## src/rtl/mshr_pkg.sv

```systemverilog
package mshr_pkg;
  localparam int unsigned DEF_ENTRIES = 8;
  localparam int unsigned DEF_LINE_W  = 26;
  localparam int unsigned DEF_DEST_W  = 5;
  localparam int unsigned DEF_SLOTS   = 4;

  typedef enum logic {
    DR_IDLE = 1'b0,
    DR_RUN  = 1'b1
  } drain_st_e;
endpackage

```

## src/rtl/mshr_lookup.sv

```systemverilog
// Parallel compare of a key line address against all open entries.
module mshr_lookup #(
  parameter int unsigned N  = 8,
  parameter int unsigned LW = 26,
  parameter int unsigned IW = 3
) (
  input  logic [N-1:0]         open_vec,
  input  logic [N-1:0][LW-1:0] line_vec,
  input  logic [LW-1:0]        key,
  output logic                 any_hit,
  output logic [IW-1:0]        hit_idx
);
  logic [N-1:0] hit_vec;

  generate
    for (genvar g = 0; g < N; g++) begin : g_cmp
      assign hit_vec[g] = open_vec[g] && (line_vec[g] == key);
    end
  endgenerate

  always_comb begin
    hit_idx = '0;
    for (int i = N - 1; i >= 0; i--) begin
      if (hit_vec[i]) hit_idx = IW'(i);
    end
  end

  assign any_hit = |hit_vec;
endmodule

```

## src/rtl/mshr_pick.sv

```systemverilog
// Lowest-index-first selector over a request vector.
module mshr_pick #(
  parameter int unsigned N  = 8,
  parameter int unsigned IW = 3
) (
  input  logic [N-1:0]  req,
  output logic          found,
  output logic [IW-1:0] idx
);
  always_comb begin
    idx = '0;
    for (int i = N - 1; i >= 0; i--) begin
      if (req[i]) idx = IW'(i);
    end
  end

  assign found = |req;
endmodule

```

## src/rtl/mshr_file.sv

```systemverilog
module mshr_file
  import mshr_pkg::*;
#(
  parameter int unsigned NUM_ENTRIES = DEF_ENTRIES,
  parameter int unsigned LINE_W      = DEF_LINE_W,
  parameter int unsigned DEST_W      = DEF_DEST_W,
  parameter int unsigned NUM_SLOTS   = DEF_SLOTS
) (
  input  logic              clk,
  input  logic              rst_n,
  input  logic              miss_valid,
  input  logic [LINE_W-1:0] miss_line,
  input  logic [DEST_W-1:0] miss_dest,
  output logic              stall,
  output logic              mem_req_valid,
  output logic [LINE_W-1:0] mem_req_line,
  input  logic              refill_valid,
  input  logic [LINE_W-1:0] refill_line,
  output logic              wake_valid,
  output logic [DEST_W-1:0] wake_dest,
  output logic [LINE_W-1:0] wake_line,
  output logic              wake_last
);
  localparam int unsigned IDX_W = (NUM_ENTRIES > 1) ? $clog2(NUM_ENTRIES) : 1;
  localparam int unsigned POS_W = (NUM_SLOTS > 1) ? $clog2(NUM_SLOTS) : 1;
  localparam int unsigned CNT_W = $clog2(NUM_SLOTS + 1);

  // reset: asserted asynchronously, released on the clock
  logic rst_s1_q, rst_int_n;
  always_ff @(posedge clk or negedge rst_n) begin
    if (!rst_n) begin
      rst_s1_q  <= 1'b0;
      rst_int_n <= 1'b0;
    end else begin
      rst_s1_q  <= 1'b1;
      rst_int_n <= rst_s1_q;
    end
  end

  // entry state
  logic [NUM_ENTRIES-1:0]                          valid_q, valid_d;
  logic [NUM_ENTRIES-1:0]                          filled_q, filled_d;
  logic [NUM_ENTRIES-1:0][CNT_W-1:0]               cnt_q, cnt_d;
  logic [NUM_ENTRIES-1:0][LINE_W-1:0]              line_q, line_d;
  logic [NUM_ENTRIES-1:0][NUM_SLOTS-1:0][DEST_W-1:0] dest_q, dest_d;
  drain_st_e                                       st_q, st_d;
  logic [IDX_W-1:0]                                didx_q, didx_d;
  logic [POS_W-1:0]                                pos_q, pos_d;

  logic [NUM_ENTRIES-1:0] open_vec;
  logic                   miss_hit, fill_hit, free_found, rdy_found;
  logic [IDX_W-1:0]       miss_idx, fill_idx, free_idx, rdy_idx;
  logic                   accept, prim, sec, data_we;

  assign open_vec = valid_q & ~filled_q;

  mshr_lookup #(.N(NUM_ENTRIES), .LW(LINE_W), .IW(IDX_W)) u_miss_lu (
    .open_vec(open_vec), .line_vec(line_q), .key(miss_line),
    .any_hit(miss_hit), .hit_idx(miss_idx));

  mshr_lookup #(.N(NUM_ENTRIES), .LW(LINE_W), .IW(IDX_W)) u_fill_lu (
    .open_vec(open_vec), .line_vec(line_q), .key(refill_line),
    .any_hit(fill_hit), .hit_idx(fill_idx));

  mshr_pick #(.N(NUM_ENTRIES), .IW(IDX_W)) u_free_pick (
    .req(~valid_q), .found(free_found), .idx(free_idx));

  mshr_pick #(.N(NUM_ENTRIES), .IW(IDX_W)) u_rdy_pick (
    .req(valid_q & filled_q), .found(rdy_found), .idx(rdy_idx));

  // miss classification
  always_comb begin
    if (!miss_valid)   stall = 1'b0;
    else if (miss_hit) stall = (cnt_q[miss_idx] == CNT_W'(NUM_SLOTS));
    else               stall = !free_found;
  end

  assign accept        = miss_valid && !stall;
  assign prim          = accept && !miss_hit;
  assign sec           = accept && miss_hit;
  assign data_we       = prim || sec;
  assign mem_req_valid = prim;
  assign mem_req_line  = miss_line;

  // wake-up outputs
  assign wake_valid = (st_q == DR_RUN);
  assign wake_dest  = dest_q[didx_q][pos_q];
  assign wake_line  = line_q[didx_q];
  assign wake_last  = wake_valid &&
                      ((CNT_W'(pos_q) + CNT_W'(1)) == cnt_q[didx_q]);

  // next state
  always_comb begin
    valid_d  = valid_q;
    filled_d = filled_q;
    cnt_d    = cnt_q;
    line_d   = line_q;
    dest_d   = dest_q;
    st_d     = st_q;
    didx_d   = didx_q;
    pos_d    = pos_q;

    if (prim) begin
      valid_d[free_idx]     = 1'b1;
      filled_d[free_idx]    = 1'b0;
      cnt_d[free_idx]       = CNT_W'(1);
      line_d[free_idx]      = miss_line;
      dest_d[free_idx][0]   = miss_dest;
    end
    if (sec) begin
      dest_d[miss_idx][cnt_q[miss_idx][POS_W-1:0]] = miss_dest;
      cnt_d[miss_idx] = cnt_q[miss_idx] + CNT_W'(1);
    end
    if (refill_valid && fill_hit) filled_d[fill_idx] = 1'b1;

    unique case (st_q)
      DR_IDLE: begin
        if (rdy_found) begin
          st_d   = DR_RUN;
          didx_d = rdy_idx;
          pos_d  = '0;
        end
      end
      DR_RUN: begin
        if (wake_last) begin
          st_d             = DR_IDLE;
          valid_d[didx_q]  = 1'b0;
          filled_d[didx_q] = 1'b0;
        end else begin
          pos_d = pos_q + 1'b1;
        end
      end
      default: st_d = DR_IDLE;
    endcase
  end

  // control registers
  always_ff @(posedge clk or negedge rst_int_n) begin
    if (!rst_int_n) begin
      valid_q  <= '0;
      filled_q <= '0;
      cnt_q    <= '0;
      st_q     <= DR_IDLE;
      didx_q   <= '0;
      pos_q    <= '0;
    end else begin
      valid_q  <= valid_d;
      filled_q <= filled_d;
      cnt_q    <= cnt_d;
      st_q     <= st_d;
      didx_q   <= didx_d;
      pos_q    <= pos_d;
    end
  end

  // payload registers, written only when a miss is recorded
  always_ff @(posedge clk) begin
    if (data_we) begin
      line_q <= line_d;
      dest_q <= dest_d;
    end
  end
endmodule

```

## config.mk

```make
export PLATFORM = sky130hd
export DESIGN_NAME = mshr_file
export DESIGN_NICKNAME = d
export VERILOG_FILES = /design/src/rtl/mshr_pkg.sv /design/src/rtl/mshr_lookup.sv /design/src/rtl/mshr_pick.sv /design/src/rtl/mshr_file.sv
export SDC_FILE = /design/constraint.sdc
export NUM_CORES = 1
export LEC_CHECK = 0
export BUFFER_PORTS_ARGS = -buffer_cell sky130_fd_sc_hd__buf_2
export CAP_MARGIN = 20
export CORE_MARGIN = 2
export CORE_UTILIZATION = 50
export DETAILED_ROUTE_END_ITERATION = 8
export GPL_TIMING_DRIVEN = 0
export PLACE_DENSITY = 0.66
export SYNTH_ARGS = -nofsm -noshare
export SYNTH_HDL_FRONTEND = slang
export SYNTH_SLANG_ARGS = --single-unit
```

## constraint.sdc

```tcl
create_clock -name clk -period 4.42 [get_ports clk]
set_input_delay 0.221 -clock clk [delete_from_list [all_inputs] [get_ports clk]]
set_output_delay 0.221 -clock clk [all_outputs]
set_load 0.03 [all_outputs]
```

==> results.ini, run 1 <==
[floorplan]
coreArea_um2 = 46400
die_w_um = 220
die_h_um = 220
die_area_um2 = 48400
row_count = 79
num_io_pins = 122
start_util_pct = 50.4

[setup_path]
reg2reg_depth = 11
rrSetupSlack_ps = -190
crit_type = reg -> reg
start_kind = register
worst_setup_path_end_kind = register
path_max_fanout = 17
arrival_ps = 4960
required_ps = 4780

[worst_hold_path]
hp-class = in -> reg
min_delay_path_depth = 1

[timing]
fin_setup_tns_ps = -3130
worst_slew_pin_slew_ps = 1240
hold_viol = 0
slew_violations = 0
slew_headroom_pct = 16.6
skew_ps = 25.2
setup_violations = 31
post-route-min-period_ps = 4610
layout_setup_ws_ps = -185
rsz0062_at_grt = true
fin_crit_sh_pct = 104
max_freq_mhz = 217

[logic_synthesis]
synth_top_area_share_pct = 47.3
synth_flop_cell = edfxtp_1
ys_seq_area_share_pct = 52.5
ys_ff_latch = 416
synth_cells = 2030
synth-warning-count = 0
synth_area_um2 = 23400
yosysTopAreaCell = edfxtp_1
synth_edf_count = 368
async_flop_share_pct = 11.5
syn-num-nets = 2096
synth_cell_types = 74
synthTopCellsByArea = edfxtp_1 (47%), xnor2_1 (9.0%), xor2_1 (6.8%)
syn_area_per_cell_um2 = 11.5

[power]
p_int_w = 0.00898
p_sw_w = 0.00590
irDropWorstVdd_mv = 0.395
p_clk_share_pct = 28.9
fin_total_pwr_w = 0.0149
comb_power_share_pct = 35.9
power-per-cell-area_nw_per_um2 = 521
switching_share_pct = 39.7
p_leak_nw = 9.71
p_seq_share_pct = 35.2

[global_route]
grt_pass1_vias = 18800
overflow = 0
grt_first_pass_wirelength_um = 145000
gr-usage-all-layers_pct = 43.8
antenna_found_initial = 3
grt_max_degree = 28

[cts]
cts.reportedPaths.clkPinSlew_ps = 70
cts-buffers-inserted = 46
ctsRootBufferMaster = clkbuf_16
cts_tree = built
cts.path.max_buffers = 3
htree_levels = 2
clock-sinks = 416
insertion_delay_ps = 620

[cells_and_area]
fin_util_pct = 61.7
syn2layout_area_growth_pct = 22.4
drive_gt1_share_pct = 24.6
final_nets = 2340
layout_commonest_cell = edfxtp_1
layout_common_cells = edfxtp_1 (368), xnor2_1 (197), xor2_1 (177)
stdcell_count = 2919

[route]
wirelength_um = 107000
wire_per_inst_um = 36.6
vias = 20300
first_pass_iters = 8
postRouteAntennaNets = 0
viasPerCell = 6.95
drt_iter0_markers = 4014
route.detailed.drc = 0

[flow_run]
max_cap_violations = 0

[placed_design]
port_buffers = 95
dp_hpwl_um = 78600
placedCellCount = 2746
place_worst_setup_slack_ps = -1790
gp_congestion = 1.07

[status]
violations = negative setup slack
status = finished, violations left

registers in the layout (all words and copies together) (netlist names):
name / cells
line_q: 208
dest_q: 160
cnt_q: 24
filled_q: 8
valid_q: 8
didx_q: 3
pos_q: 2
rst_int_n: 1
rst_s1_q: 1
wake_valid: 1
area by class of cell:
cell class	instances	area (um^2)
fill	3726	17800
tap	607	759
clock buffer	53	1230
inverter	33	130
clock inverter	32	440
multi-input combinational	1423	11300
buffer	156	948
antenna	1	2.50
timing repair buffer	198	1530
sequential	416	12300
metal layers:
metal	vias to the layer above	GRT usage (%)	routed length (um)	part of all wire [%]
met3	317	16.3	17700	17
li1	8090	-	-	-
met2	1855	60.9	43000	40
met1	10000	62.4	40900	38
met5	-	0	24	0.022
met4	4	16.1	5090	4.8
critical path, cell delays in order (launching register included):
cell       delay (ps)
edfxtp_1          450
xor2_1            540
nor4_1            150
nand4_1           240
a2bb2oi_2         390
nand2_1           230
nor2_1            430
nand2_1           330
or3_1             560
inv_4             350
a31o_2            290
mux2_2            370
final timing paths:
kind	end	startpoint
worst max-delay path	dest_q[41]	line_q[138]
worst min-delay path	line_q[136]	miss_line[6]
worst max register to register	dest_q[41]	line_q[138]
worst min register to register	cnt_q[14]	rst_int_n
max in group asynchronous	valid_q[2]	rst_int_n
min in group asynchronous	cnt_q[14]	rst_int_n
power by group through the flow:
stage	logic, W	clock network (W)	registers (W)
2_1_floorplan	0.00280	0	0.00514
4_1_cts	0.00503	0.00427	0.00521
3_5_place_dp	0.00478	0	0.00528
3_3_place_gp	0.00462	0	0.00529
5_1_grt	0.00539	0.00442	0.00526
6_report	0.00534	0.00430	0.00524
repair_timing:
action                                 4_1_cts  5_1_grt
hold buffers                                28        0
setup buffers                               40       20
gates cloned                                 1        2
gates resized for setup                    184       73
setup endpoints to repair                  426      284
endpoints found under the hold margin      193        0
pin swaps                                   40       30
logic make-up after synthesis:
family	after synthesis	share of synthesized area [%]
buffers and inverters	194	4.07
flip-flops	416	52.5
AND/OR/NAND/NOR	590	13.1
adder cells (fa/ha/maj)	5	0.268
AO/OA/AOI/OAI	320	10.3
multiplexers	83	4.03
other	1	0.0161
XOR/XNOR	421	15.8
metrics by stage:
step,instance area (um^2),hold WS (ps)
floorplan,23400,-74.6
CTS,28100,3.84
detailed placement,25000,9.86
finish,28600,27.5
global route,28600,25.1
global placement,24700,5.67
cell usage after synthesis (all sizes together) (4+ instances only):
| library cell | count |
|---|---|
| nand3 | 34 |
| a22oi | 147 |
| nor4 | 65 |
| inv | 33 |
| clkbuf | 82 |
| xor2 | 182 |
| dfrtp | 48 |
| and3 | 5 |
| and2 | 15 |
| o211ai | 4 |
| a211o | 5 |
| a21oi | 46 |
| nand4 | 118 |
| nor2 | 139 |
| mux2 | 46 |
| nor3 | 86 |
| mux4 | 4 |
| xnor2 | 239 |
| nand2b | 13 |
| edfxtp | 368 |
| ha | 5 |
| nand2 | 80 |
| a221oi | 23 |
| or3 | 5 |
| a222oi | 5 |
| a22o | 9 |
| o21ai | 40 |
| mux2i | 33 |
| a2bb2oi | 6 |
| nor2b | 13 |
| or4 | 5 |
| buf | 79 |
| a31oi | 8 |
No activity file was read; power rests on OpenSTA's default activity.
==> run 2, diff against run 1 <==
--- a/config.mk
+++ b/config.mk
@@ -10,8 +10,7 @@
 export CORE_MARGIN = 2
 export CORE_UTILIZATION = 50
 export DETAILED_ROUTE_END_ITERATION = 8
-export GPL_TIMING_DRIVEN = 0
-export PLACE_DENSITY = 0.66
+export PLACE_DENSITY = 0.63
 export SYNTH_ARGS = -nofsm -noshare
 export SYNTH_HDL_FRONTEND = slang
 export SYNTH_SLANG_ARGS = --single-unit
==> constraint.sdc (replaced) <==
create_clock -name clk -period 5.8 [get_ports clk]
set_input_delay 0.29 -clock clk [delete_from_list [all_inputs] [get_ports clk]]
set_output_delay 0.29 -clock clk [all_outputs]
set_load 0.03 [all_outputs]
==> results.ini, run 2 (synthesized netlist as in run 1, its figures left out) <==
[route]
route.detailed.drc = 0  ; unchanged
first_pass_iters = 7  ; was 8
postRouteAntennaNets = 0  ; unchanged
viasPerCell = 6.95  ; about the same
wirelength_um = 99200  ; was 107000 um
vias = 19000  ; was 20300
wire_per_inst_um = 36.2  ; was 36.6 um
drt_iter0_markers = 3627  ; was 4014

[setup_path]
crit_chain = xnor2_1 -> nand4_1 -> or4_1 -> or2_2 -> a21oi_1 -> o22ai_1 -> mux2i_1 -> a211oi_1 -> nor2b_1 -> inv_1 -> ha_1 -> o21ai_2 -> o21ai_1 -> and2_1 -> buf_2  ; was xor2_1 -> nor4_1 -> nand4_1 -> a2bb2oi_2 -> nand2_1 -> nor2_1 -> nand2_1 -> or3_1 -> inv_4 -> a31o_2 -> mux2_2
worstSetupStartpoint = line_q[58]  ; was line_q[138]
cpPeakStageDelay_ps = 650  ; was 560 ps
arrival_ps = 5210  ; was 4960 ps
cpMaxStageDelayCell = or4_1  ; was or3_1
path_max_fanout = 5  ; was 17
worst_setup_path_end_kind = output port  ; was register
crit_type = reg -> out  ; was reg -> reg
required_ps = 5510  ; was 4780 ps
rr_startpoint = line_q[58]  ; was line_q[138]
start_kind = register  ; unchanged

[cells_and_area]
largest_register = line_q  ; unchanged
reg_top3 = line_q (208), dest_q (160), cnt_q (24)  ; unchanged
drive_gt1_share_pct = 15.9  ; was 24.6%
final_nets = 2160  ; was 2340
largest_reg_flops = 208  ; unchanged
layout_common_cells = edfxtp_1 (368), xnor2_1 (238), xor2_1 (182)  ; was edfxtp_1 (368), xnor2_1 (197), xor2_1 (177)
fill_cells = 3869  ; was 3726
layout_commonest_cell = edfxtp_1  ; unchanged
syn2layout_area_growth_pct = 11.2  ; was 22.4%
multiInputGateArea_um2 = 10200  ; was 11300 um^2
regArea_um2 = 12300  ; about the same

[worst_hold_path]
hp-class = in -> reg  ; unchanged
worstHoldStart = miss_line[22]  ; was miss_line[6]

[power]
p_sw_w = 0.00418  ; was 0.00590 W
switching_share_pct = 39.4  ; was 39.7%
comb_power_share_pct = 34.0  ; was 35.9%
p_leak_nw = 8.55  ; was 9.71 nW
p_seq_share_pct = 38.0  ; was 35.2%
p_clk_share_pct = 28.0  ; was 28.9%
irDropWorstVdd_mv = 0.572  ; was 0.395 mV
power-per-cell-area_nw_per_um2 = 408  ; was 521 nW/um^2
p_int_w = 0.00642  ; was 0.00898 W

[flow_run]
max_cap_violations = 0  ; unchanged

[floorplan]
die_area_um2 = 48400  ; unchanged
start_util_pct = 50.4  ; unchanged
row_count = 79  ; unchanged
die_h_um = 220  ; unchanged
num_io_pins = 122  ; unchanged
coreArea_um2 = 46400  ; unchanged
die_w_um = 220  ; unchanged

[cts]
cts-buffers-inserted = 45  ; was 46
cts_setup_buffers = 0  ; was 40
ctsRootBufferMaster = clkbuf_16  ; unchanged
cts.reportedPaths.clkPinSlew_ps = 60  ; was 70 ps
htree_levels = 2  ; unchanged
clock-sinks = 416  ; unchanged
cts.path.max_buffers = 3  ; unchanged
cts_tree = built  ; unchanged
insertion_delay_ps = 610  ; was 620 ps

[global_route]
antenna_found_initial = 5  ; was 3
grt_pass1_vias = 17300  ; was 18800
gr-usage-all-layers_pct = 40.7  ; was 43.8%
grt_first_pass_wirelength_um = 136000  ; was 145000 um
overflow = 0  ; unchanged
grt_max_degree = 66  ; was 28

[placed_design]
dp_hpwl_um = 74000  ; was 78600 um
gp_congestion = 1.04  ; was 1.07
port_buffers = 121  ; was 95
place_worst_setup_slack_ps = 480  ; was -1790 ps

[timing]
setup_violations = 0  ; was 31
fin_setup_tns_ps = 0  ; was -3130 ps
hold_viol = 0  ; unchanged
max_freq_mhz = 182
fin_crit_sh_pct = 94.8
rsz0062_at_grt = false  ; was true
skew_ps = 23.1  ; was 25.2 ps
slew_violations = 0  ; unchanged
worst_slew_pin_slew_ps = 1230  ; was 1240 ps
layout_setup_ws_ps = 304  ; was -185 ps
slew_headroom_pct = 17.9  ; was 16.6%
holdWs_ps = 71.2  ; was 27.5 ps
post-route-min-period_ps = 5500

[status]
status = completed  ; was finished, violations left

run 2: cell types whose count changed in the layout (fill, tap and decap cells not counted), sizes merged:
cell           before  now
clkdlybuf4s18       2    0
dlygate4sd3        28    2
diode               1    3
clkbuf            134   49
bufinv              9    5
buf               238  176
nor2              142  139
inv                32   36
clkdlybuf4s15       5    0
clkinv             17   21
clkinvlp            7    4
run 2: worst paths after layout:
kind	slack (ps)	endpoint	depth (start not counted)
worst max-delay path	300	stall	15
worst min-delay path	70	line_q[74]	1
worst max register to register	320	dest_q[34]	14
worst min register to register	180	filled_q[7]	0
max in group asynchronous	5090	cnt_q[0]	1
min in group asynchronous	180	filled_q[7]	0
run 2: through the flow:
step           util, %  power, W  std cells  instance area (um^2)
2_1_floorplan        -   0.00604       2030                 23400
3_3_place_gp      52.6   0.00751       2649                 24400
3_5_place_dp      52.7   0.00753       2651                 24400
4_1_cts           55.9    0.0105       2735                 25900
5_1_grt           56.0    0.0109       2736                 25900
6_report          56.0    0.0106       2739                 26000
run 2: per-layer routing:
layer,GRT usage (%),wire [um]
met1,63.2,42600
met3,12.2,14300
met2,55.4,40200
met5,0,23
met4,8.88,2080
run 2: final cells by class:
| type | instances | share of cell area, % |
|---|---|---|
| timing repair buffer | 178 | 4.17 |
| tap | 607 | 2.93 |
| clock inverter | 33 | 1.27 |
| antenna | 3 | 0.0289 |
| clock buffer | 49 | 4.48 |
| inverter | 33 | 0.477 |
| multi-input combinational | 1420 | 39.4 |
| sequential | 416 | 47.2 |
run 2: worst max-delay path, delay by kind of cell, from the launching register on:
family	cells	cell delay [ps]
simple gates	5	1770
flops	1	480
mux	1	200
compound gates	5	1020
buf+inv	2	290
xor+xnor	1	610
fa+ha+maj	1	230
run 2: power by group through the flow:
stage	registers (W)	clock network, W	logic (W)
4_1_cts	0.00401	0.00298	0.00347
6_report	0.00403	0.00297	0.00360
3_5_place_dp	0.00407	0	0.00346
5_1_grt	0.00405	0.00310	0.00370
2_1_floorplan	0.00392	0	0.00212
3_3_place_gp	0.00406	0	0.00344
run 2: repair_timing:
action,CTS,global route
endpoints found under the hold margin,2,0
endpoints found under the setup margin,0,1
gates resized for setup,0,2
hold buffers,2,0
